<file path="config.mk">
export PLATFORM = sky130hd
export DESIGN_NAME = serial_tx_engine
export DESIGN_NICKNAME = d
export VERILOG_FILES = /design/src/rtl/stx_pkg.sv /design/src/rtl/stx_fifo.sv /design/src/rtl/stx_framer.sv /design/src/rtl/stx_shifter.sv /design/src/rtl/serial_tx_engine.sv
export SDC_FILE = /design/constraint.sdc
export NUM_CORES = 1
export LEC_CHECK = 0
export ABC_AREA = 1
export BUFFER_PORTS_ARGS = -buffer_cell sky130_fd_sc_hd__buf_4
export CAP_MARGIN = 10
export CORE_MARGIN = 1
export CORE_UTILIZATION = 40
export CTS_BUF_LIST = sky130_fd_sc_hd__clkbuf_8
export DETAILED_ROUTE_END_ITERATION = 10
export PLACE_DENSITY_LB_ADDON = 0.12
export REMOVE_ABC_BUFFERS = 1
export SLEW_MARGIN = 20
export SYNTH_ARGS = -nofsm -noshare
export SYNTH_HDL_FRONTEND = slang
export SYNTH_SLANG_ARGS = --single-unit
</file>
<file path="constraint.sdc">
create_clock -name clk -period 3 [get_ports clk]
set_input_delay 0.6 -clock clk [delete_from_list [all_inputs] [get_ports clk]]
set_output_delay 0.6 -clock clk [all_outputs]
set_load 0.05 [all_outputs]
</file>
<file path="src/rtl/stx_pkg.sv">
`timescale 1ns/1ps
// Shared constants, command/format bit positions and the decoded format type.
package stx_pkg;
    localparam int CHAR_W  = 8;
    localparam int FRAME_W = 12;   // start + 8 data + parity + 2 stop
    localparam int BITS_W  = 4;
    localparam int CFG_W   = 9;

    // command bit positions
    localparam int CMD_TX_RESET = 1;
    localparam int CMD_TX_ON    = 4;
    localparam int CMD_TX_OFF   = 5;
    localparam int CMD_BRK_SET  = 7;
    localparam int CMD_BRK_CLR  = 8;

    // format bit positions
    localparam int MD_LEN_LSB = 1;
    localparam int MD_PAR_LSB = 3;
    localparam int MD_STOP2   = 7;

    typedef enum logic [1:0] {
        PAR_EVEN = 2'b00,
        PAR_ODD  = 2'b01,
        PAR_ZERO = 2'b10,
        PAR_ONE  = 2'b11
    } par_kind_e;

    typedef struct packed {
        logic [1:0] len_code;
        logic       par_off;
        par_kind_e  par_kind;
        logic       stop2;
    } fmt_t;

    localparam fmt_t FMT_RESET = '{len_code: 2'b00, par_off: 1'b1,
                                   par_kind: PAR_EVEN, stop2: 1'b0};

    // Unpack a raw format word into its fields.
    function automatic fmt_t decode_fmt(input logic [CFG_W-1:0] w);
        fmt_t f;
        f.len_code = w[MD_LEN_LSB +: 2];
        f.par_off  = w[MD_PAR_LSB + 2];
        f.par_kind = par_kind_e'(w[MD_PAR_LSB +: 2]);
        f.stop2    = w[MD_STOP2];
        return f;
    endfunction
endpackage

</file>
<file path="src/rtl/stx_fifo.sv">
`timescale 1ns/1ps
// Character queue: DEPTH entries, in order; pushes when full and pops when
// empty are ignored. Assumes a flush beats a push in the same cycle.
module stx_fifo #(
    parameter int DEPTH = 16,
    parameter int WIDTH = 8
) (
    input  logic             clk,
    input  logic             rst_n,
    input  logic             flush,
    input  logic             push,
    input  logic [WIDTH-1:0] din,
    input  logic             pop,
    output logic [WIDTH-1:0] dout,
    output logic             empty,
    output logic             full
);
    localparam int AW = (DEPTH > 1) ? $clog2(DEPTH) : 1;

    logic [WIDTH-1:0] mem [DEPTH];
    logic [AW-1:0]    rd_ptr, wr_ptr;
    logic [AW:0]      count;
    logic             do_push, do_pop;

    assign empty   = (count == '0);
    assign full    = (count == (AW+1)'(DEPTH));
    assign do_push = push && !full && !flush;
    assign do_pop  = pop && !empty && !flush;
    assign dout    = mem[rd_ptr];

    // Storage write; no reset needed for the data array.
    always_ff @(posedge clk) begin
        if (do_push) mem[wr_ptr] <= din;
    end

    // Pointer and occupancy tracking.
    always_ff @(posedge clk) begin
        if (!rst_n || flush) begin
            rd_ptr <= '0;
            wr_ptr <= '0;
            count  <= '0;
        end else begin
            if (do_push) wr_ptr <= (wr_ptr == AW'(DEPTH-1)) ? '0 : wr_ptr + 1'b1;
            if (do_pop)  rd_ptr <= (rd_ptr == AW'(DEPTH-1)) ? '0 : rd_ptr + 1'b1;
            case ({do_push, do_pop})
                2'b10:   count <= count + 1'b1;
                2'b01:   count <= count - 1'b1;
                default: count <= count;
            endcase
        end
    end
endmodule

</file>
<file path="src/rtl/stx_framer.sv">
`timescale 1ns/1ps
// Builds the complete bit vector of one frame (bit 0 sent first) and its
// length from a character and a format. Bits above the frame length are 1.
module stx_framer
    import stx_pkg::*;
(
    input  logic [CHAR_W-1:0]  char_i,
    input  fmt_t               fmt_i,
    output logic [FRAME_W-1:0] frame_o,
    output logic [BITS_W-1:0]  nbits_o
);
    int                nd;
    logic              par_b;
    logic [CHAR_W-1:0] masked;

    // Frame assembly: start, masked data, parity, stop fill.
    always_comb begin
        case (fmt_i.len_code)
            2'b11:   nd = 6;
            2'b10:   nd = 7;
            default: nd = 8;
        endcase
        masked = '0;
        for (int i = 0; i < CHAR_W; i++) begin
            if (i < nd) masked[i] = char_i[i];
        end
        case (fmt_i.par_kind)
            PAR_EVEN: par_b = ^masked;
            PAR_ODD:  par_b = ~^masked;
            PAR_ZERO: par_b = 1'b0;
            default:  par_b = 1'b1;
        endcase
        frame_o    = '1;
        frame_o[0] = 1'b0;
        for (int i = 0; i < CHAR_W; i++) begin
            if (i < nd) frame_o[1+i] = masked[i];
        end
        if (!fmt_i.par_off) frame_o[1+nd] = par_b;
        nbits_o = BITS_W'(1 + nd + (fmt_i.par_off ? 0 : 1) + (fmt_i.stop2 ? 2 : 1));
    end
endmodule

</file>
<file path="src/rtl/stx_shifter.sv">
`timescale 1ns/1ps
// Bit sequencer: on each tick either moves to the next bit of the current
// frame or, when none is in flight and starting is allowed, loads a new
// frame and pops the queue. Assumes frame_i/nbits_i describe the queue head.
module stx_shifter
    import stx_pkg::*;
(
    input  logic               clk,
    input  logic               rst_n,
    input  logic               abort,
    input  logic               tick,
    input  logic               start_ok,
    input  logic [FRAME_W-1:0] frame_i,
    input  logic [BITS_W-1:0]  nbits_i,
    output logic               pop,
    output logic               busy,
    output logic               line
);
    logic [FRAME_W-1:0] sh;
    logic [BITS_W-1:0]  left;
    logic               more;

    assign more = busy && (left != '0);
    assign pop  = tick && !more && start_ok && !abort;

    // Advance, load or idle on each bit tick.
    always_ff @(posedge clk) begin
        if (!rst_n || abort) begin
            sh   <= '1;
            left <= '0;
            busy <= 1'b0;
            line <= 1'b1;
        end else if (tick) begin
            if (more) begin
                sh   <= {1'b1, sh[FRAME_W-1:1]};
                line <= sh[1];
                left <= left - 1'b1;
            end else if (start_ok) begin
                sh   <= frame_i;
                line <= frame_i[0];
                left <= nbits_i - 1'b1;
                busy <= 1'b1;
            end else begin
                busy <= 1'b0;
                line <= 1'b1;
            end
        end
    end
endmodule

</file>
<file path="src/rtl/serial_tx_engine.sv">
`timescale 1ns/1ps
// Top: holds the enable, break and format state, decodes configuration
// writes and ties queue, framer and sequencer together. Assumes bit_tick is
// a single-cycle pulse from an external divider.
module serial_tx_engine
    import stx_pkg::*;
#(
    parameter int FIFO_DEPTH = 16
) (
    input  logic              clk,
    input  logic              rst_n,
    input  logic              bit_tick,
    input  logic              cfg_we,
    input  logic              cfg_sel,
    input  logic [CFG_W-1:0]  cfg_wdata,
    input  logic              chr_we,
    input  logic [CHAR_W-1:0] chr_wdata,
    output logic              txd,
    output logic              fifo_empty,
    output logic              fifo_full
);
    logic               cmd_we, fmt_we, flush;
    logic               tx_en_q, brk_q;
    fmt_t               fmt_q;
    logic [CHAR_W-1:0]  head;
    logic [FRAME_W-1:0] frame;
    logic [BITS_W-1:0]  nbits;
    logic               pop, shift_busy, line;

    assign cmd_we = cfg_we && cfg_sel;
    assign fmt_we = cfg_we && !cfg_sel;
    assign flush  = cmd_we && cfg_wdata[CMD_TX_RESET];

    // Enable, break and format registers; off and break-clear take priority.
    always_ff @(posedge clk) begin
        if (!rst_n) begin
            tx_en_q <= 1'b0;
            brk_q   <= 1'b0;
            fmt_q   <= FMT_RESET;
        end else begin
            if (cmd_we) begin
                if (cfg_wdata[CMD_TX_OFF])      tx_en_q <= 1'b0;
                else if (cfg_wdata[CMD_TX_ON])  tx_en_q <= 1'b1;
                if (cfg_wdata[CMD_BRK_CLR])     brk_q   <= 1'b0;
                else if (cfg_wdata[CMD_BRK_SET]) brk_q  <= 1'b1;
            end
            if (fmt_we) fmt_q <= decode_fmt(cfg_wdata);
        end
    end

    stx_fifo #(.DEPTH(FIFO_DEPTH), .WIDTH(CHAR_W)) u_fifo (
        .clk   (clk),
        .rst_n (rst_n),
        .flush (flush),
        .push  (chr_we),
        .din   (chr_wdata),
        .pop   (pop),
        .dout  (head),
        .empty (fifo_empty),
        .full  (fifo_full)
    );

    stx_framer u_framer (
        .char_i  (head),
        .fmt_i   (fmt_q),
        .frame_o (frame),
        .nbits_o (nbits)
    );

    stx_shifter u_shift (
        .clk      (clk),
        .rst_n    (rst_n),
        .abort    (flush),
        .tick     (bit_tick),
        .start_ok (tx_en_q && !fifo_empty),
        .frame_i  (frame),
        .nbits_i  (nbits),
        .pop      (pop),
        .busy     (shift_busy),
        .line     (line)
    );

    assign txd = brk_q ? 1'b0 : line;
endmodule

</file>
; Yosys cells after proc, flatten, opt, wreduce, memory -nomap -nowiden
; Memory sizes are Yosys's and may differ from the RTL's. A register that Yosys moved wholly into a read port is not among the register bits.
; Index checks and enable logic that the tools add are counted.
[op_classes]
n_bitwise = 1
n_reduce_logical = 33
mux = 43
order_cmp = 10
eq_ne = 9
add_sub_neg = 9
[op_table]
columns = cell, count
row1 = 12-bit 2-to-1 mux, 3
row2 = 1-bit 2-to-1 mux, 28
row3 = 4-bit 2-to-1 mux, 6
row4 = "3-bit by 4-bit < comparator with 1-bit output, first input constant", 4
row5 = 1-bit logical AND, 13
row6 = 12-bit bitwise mux, 1
row7 = 5-bit case mux with 2 select lines, 1
row8 = "4-bit by 1-bit adder with 4-bit output, second input constant", 2
row9 = 4-bit adder, 2
row10 = "2-bit equality test, second input constant", 4
row11 = "4-bit equality test, second input constant", 2
row12 = "1-bit by 4-bit < comparator with 1-bit output, first input constant", 2
row13 = "2-bit by 4-bit < comparator with 1-bit output, first input constant", 2
row14 = 4-bit case mux with 2 select lines, 1
row15 = 2-bit AND reduction, 4
row16 = 2-bit nonzero test, 4
row17 = 8-bit XNOR reduction, 1
row18 = 8-bit parity, 1
row19 = "4-bit by 1-bit subtractor with 4-bit output, second input constant", 2
row20 = 1-bit logical NOT, 6
row21 = "1-bit by 4-bit adder with 5-bit output, first input constant", 1
row22 = "5-bit by 1-bit adder with 5-bit output, second input constant", 1
row23 = "5-bit equality test, second input constant", 1
row24 = "5-bit by 1-bit greater-or-equal comparator with 1-bit output, second input constant", 1
row25 = other kinds (11), 12
[totals]
output_inout_bits = 3
wordCells = 119
regBits = 39
in_bits = 23
mem_bits_rw = 128
memories = 1
[mem_list]
columns = memory, depth, width, rd, rd_ports_with_merged_regs, write_ports, line_no
row1 = u_fifo.mem, 16, 8, 1, 1, 1, stx_fifo.sv:20  ; logic [WIDTH-1:0] mem [DEPTH];

; Depth between registers and ports, before layout
[depth]
ltp_word = 11
ltp_mapped = 22
ltp_nobuf = 20

; Hierarchy
; From an unflattened synthesis, not the netlist that was laid out.
[unflattened]
cells_unflattened = 823
hier_area_um2 = 8050.2
[by_module_without_submodules]
columns = module, cells_per_inst, seq_area_each_um2, n_inst, area_per_inst_um2
row1 = stx_fifo, 562, 4184.0, 1, 6253.5
row2 = stx_shifter, 120, 340.3, 1, 977.2
row3 = stx_framer, 82, 0.0, 1, 440.4
row4 = serial_tx_engine, 59, 160.2, 1, 379.1

; Least setup slack after synthesis
; Ideal clock, no wire load.
[synth_timing]
path_kind = register to register
from = register u_fifo.count[0]
to = register u_fifo.count[4]
stages_incl_launch_ff = 18
slack_ns = -0.307
t_required_ns = 2.879
setup_ns = 0.121
period_less_slack_ns = 3.307
arrival_ns = 3.186
path_cell_list = dfxtp_1 nor4_1 inv_1 nor2_1 inv_1 nand3_1 ha_1 xor2_1 ha_1 or2_2 nand2_1 nand2_1 a21oi_1 inv_1 o21ai_0 a21oi_1 o21ai_0 a21oi_1
[synth_between]
elab_cells_between_ends = 17
[synth_lines]
columns = item, line_no
row1 = "start, declared", stx_fifo.sv:22  ; logic [AW:0] count;
row2 = "start signal, assigned", stx_fifo.sv:46  ; 2'b10: count <= count + 1'b1;
row3 = "start signal, assigned", stx_fifo.sv:47  ; 2'b01: count <= count - 1'b1;
row4 = "start signal, assigned", stx_fifo.sv:48  ; default: count <= count;
row5 = 5-bit equality test *, stx_fifo.sv:26  ; assign full = (count == (AW+1)'(DEPTH));
row6 = via fifo_full, serial_tx_engine.sv:20  ; output logic fifo_full
row7 = 1-bit logical NOT *, stx_fifo.sv:27  ; assign do_push = push && !full && !flush;
row8 = 1-bit logical AND * (2 in a row), stx_fifo.sv:27
row9 = 2-bit by 1-bit equality test with 1-bit output / 2-bit equality test (equally long branches), stx_fifo.sv:45  ; case ({do_push, do_pop})
row10 = 5-bit case mux with 2 select lines / 2-bit nonzero test (equally long branches), -
; The timed path passes the listed nets; every way through them passes the cells marked *.
; A chain may end at the register's enable or synchronous reset.

; Worst setup path in the final report
[layout_timing]
from = register u_fifo.count[3]
to = register u_fifo.count[4]
[layout_between]
elab_chain_cells = 9
elab_cells_between_ends = 17
[layout_lines]
columns = item, line_no
row1 = 5-bit logical NOT, stx_fifo.sv:25  ; assign empty = (count == '0);
row2 = 1-bit logical NOT, "stx_fifo.sv:28, serial_tx_engine.sv:75"
row3 = 1-bit logical AND, serial_tx_engine.sv:75  ; .start_ok (tx_en_q && !fifo_empty),
row4 = 1-bit logical AND (2 in a row), stx_shifter.sv:24  ; assign pop = tick && !more && start_ok && !abort;
row5 = 1-bit logical AND (2 in a row), stx_fifo.sv:28  ; assign do_pop = pop && !empty && !flush;
row6 = 2-bit by 1-bit equality test with 1-bit output / 2-bit equality test (equally long branches), stx_fifo.sv:45
row7 = 5-bit case mux with 2 select lines / 2-bit nonzero test (equally long branches), -
; Parallel ways exist; a longest one is shown, timed or not.

==> results.cfg <==
[outcome]
outcome = complete, no violations

[pwr]
power_density_mw_per_mm2 = 503
p_leak_nw = 3.69
ir_drop_uv = 264
power_mw = 4.42

[logic_synthesis]
ys_types = 33
synth_area_mm2 = 0.00783
yosysMostFrequentCell = nand2_1
synth_area_per_cell_um2 = 9.32
yosys.area.top_type_share = 0.491
synth_commonest_cells = nand2_1, edfxtp_1, inv_1, nand3_1, nor2_1
ys_ff_latch = 170
synth_top_cell_by_area = edfxtp_1
ys.warnings.count = 0
async_reset_ff_frac = 0
ys_seq_area_frac = 0.598
synthFlopType = edfxtp_1
syn_inst = 840
synth_edf_count = 128
synth_area_leaders = edfxtp_1, nand2_1, dfxtp_1

[cts]
cts.path.max_buffers = 2
clk-insertion-delay-late_ns = 0.45
cts_root_buf = clkbuf_8
htreeDepth = 4
holdBufCountCts = 0
postCtsSetupBuffers = 0
cts_sinks = 170
cts_tree = done
cts.repair.resized = 0
numCtsBuffers = 17
cts.clk_slew.worst_paths_ns = 0.09

[critical_path]
end_kind = register
crit_top_cell = nand2_1
cp.arrival_ns = 3.06
cp_slowest_cell = dfxtp_2
startpoint = u_fifo.count[3]
path_max_fanout = 3
crit_path_start_kind = register
regToRegSetupSlack_ns = 0.27
worstPathRequired_ns = 3.33
timing_worst_setup_path_type = reg2reg
crit_chain = nor4_2 -> inv_1 -> o21ai_2 -> nor2_2 -> nand2_1 -> inv_2 -> ha_2 -> xor2_1 -> ha_1 -> or2_2 -> nand2_1 -> nand2_1 -> a21oi_1 -> inv_1 -> o21ai_2 -> a21oi_2 -> o21ai_1 -> a21oi_1
rr_startpoint = u_fifo.count[3]
cp_slowest_stage_delay_ns = 0.34

[sta]
whs_ns = 0.342
tightest_slew_ns = 0.632
period_share = 0.910
fin_crit_ns = 2.73
fin_tns_setup_ns = 0
setup_viol = 0
fmax_mhz = 366
finClkSkew_ns = 0.0138
maxSlewViolCount = 0
slew_headroom = 0.578
hold_viol_final = 0
finalWorstSetupSlack_ns = 0.270

[min_path]
min_path_type = in2reg
min-delay-start = cfg_wdata[5]

[route]
wl_um = 17600
wire_per_inst_um = 15.3
first_pass_iters = 4
final_antenna_net_count = 0
drt-initial-drc-count = 313
drc = 0
avgViaCountPerCell = 4.91
vias = 5670

[finish]
fin_util = 0.464
syn2layout_area_growth_pct = 12.3
final_cells = 1154
antenna_cells = 0
drive_above_1_share = 0.114
nNetsFinal = 923
design_area_mm2 = 0.00879

[global_routing]
grt_usage = 0.189
grt_pass1_wl_um = 28300
antenna_found_initial = 0
gr-total-overflow = 0
grt_max_degree = 51
grt_pass1_vias = 5540

[die]
die_area_mm2 = 0.0201
dieWidth_um = 142
core_area_mm2 = 0.0190
start_util = 0.413
die-height_um = 142
core.rowCount = 50
io_pins = 26

[placement]
dpl.hpwl_um = 11500
port-buffer-count = 23
gp_congestion = 0.834
placed_area_mm2 = 0.00842
place_inst = 1123
pre_cts_slack_ns = 0.0536

[flow_run]
maxCapViolCount = 0
cell usage in the layout, fill, tap and decap left out, types with 5 or more instances in the layout:
cell type	count
inv_1	103
nor3_1	7
ha_1	14
buf_4	50
xor2_1	8
a21oi_1	27
nand2_1	258
nor2_1	54
o211ai_1	15
dfxtp_1	38
o21ai_0	25
nand3_1	95
clkbuf_8	17
clkinv_1	5
edfxtp_1	128
per-layer routing:
| metal | track usage | vias up | routed length [µm] |
|---|---|---|---|
| li1 | - | 2851 | - |
| met1 | 0.240 | 2697 | 8290 |
| met2 | 0.321 | 103 | 8470 |
| met3 | 0.0358 | 19 | 579 |
| met4 | 0.0662 | 0 | 259 |
| met5 | 0 | - | 0 |
path summary, 6_finish.rpt:
check / to / cells past startpoint
worst max-delay path: u_fifo.count[4] / 18
worst min-delay path: tx_en_q / 2
worst min register to register: u_shift.sh[3] / 2
worst max register to register: u_fifo.count[4] / 18
worst max-delay path, delay by kind of cell, from the launching register on:
kind	cells	cell delay, ns
simple gates	6	0.84
compound gates	6	0.67
fa+ha+maj	2	0.36
flops	1	0.34
buf+inv	3	0.26
xor+xnor	1	0.15
layout make-up:
| class | count | area (µm²) |
|---|---|---|
| Timing Repair Buffer | 54 | 455 |
| Sequential cell | 170 | 4690 |
| Clock buffer | 17 | 234 |
| Clock inverter | 14 | 108 |
| Tap cell | 260 | 325 |
| Multi-Input combinational cell | 534 | 2590 |
| Fill cell | 1801 | 10200 |
| Inverter | 105 | 394 |
registers in the layout (all words and copies together), names as in the netlist, 4 cells and up, named ones only:
signal,count
u_fifo.count,5
u_fifo.mem,128
u_shift.sh,11
u_fifo.wr_ptr,4
u_shift.left,4
fmt_q,6
u_fifo.rd_ptr,4
logic make-up after synthesis:
group,share of synthesized area
AOI/OAI and AO/OA,0.0652
xor gates and xnor gates,0.0101
adders and majority gates,0.0307
buffers and inverters,0.0746
DFF,0.598
and+or+nand+nor,0.221
power by group:
group | total (mW) | leakage [nW] | internal, mW | switching, mW
combinational | 0.395 | 2.02 | 0.133 | 0.263
sequential | 2.59 | 1.50 | 2.56 | 0.0231
clock | 1.44 | 0.171 | 0.637 | 0.806
total | 4.42 | 3.69 | 3.33 | 1.09
(Power assumes the default switching activity.)
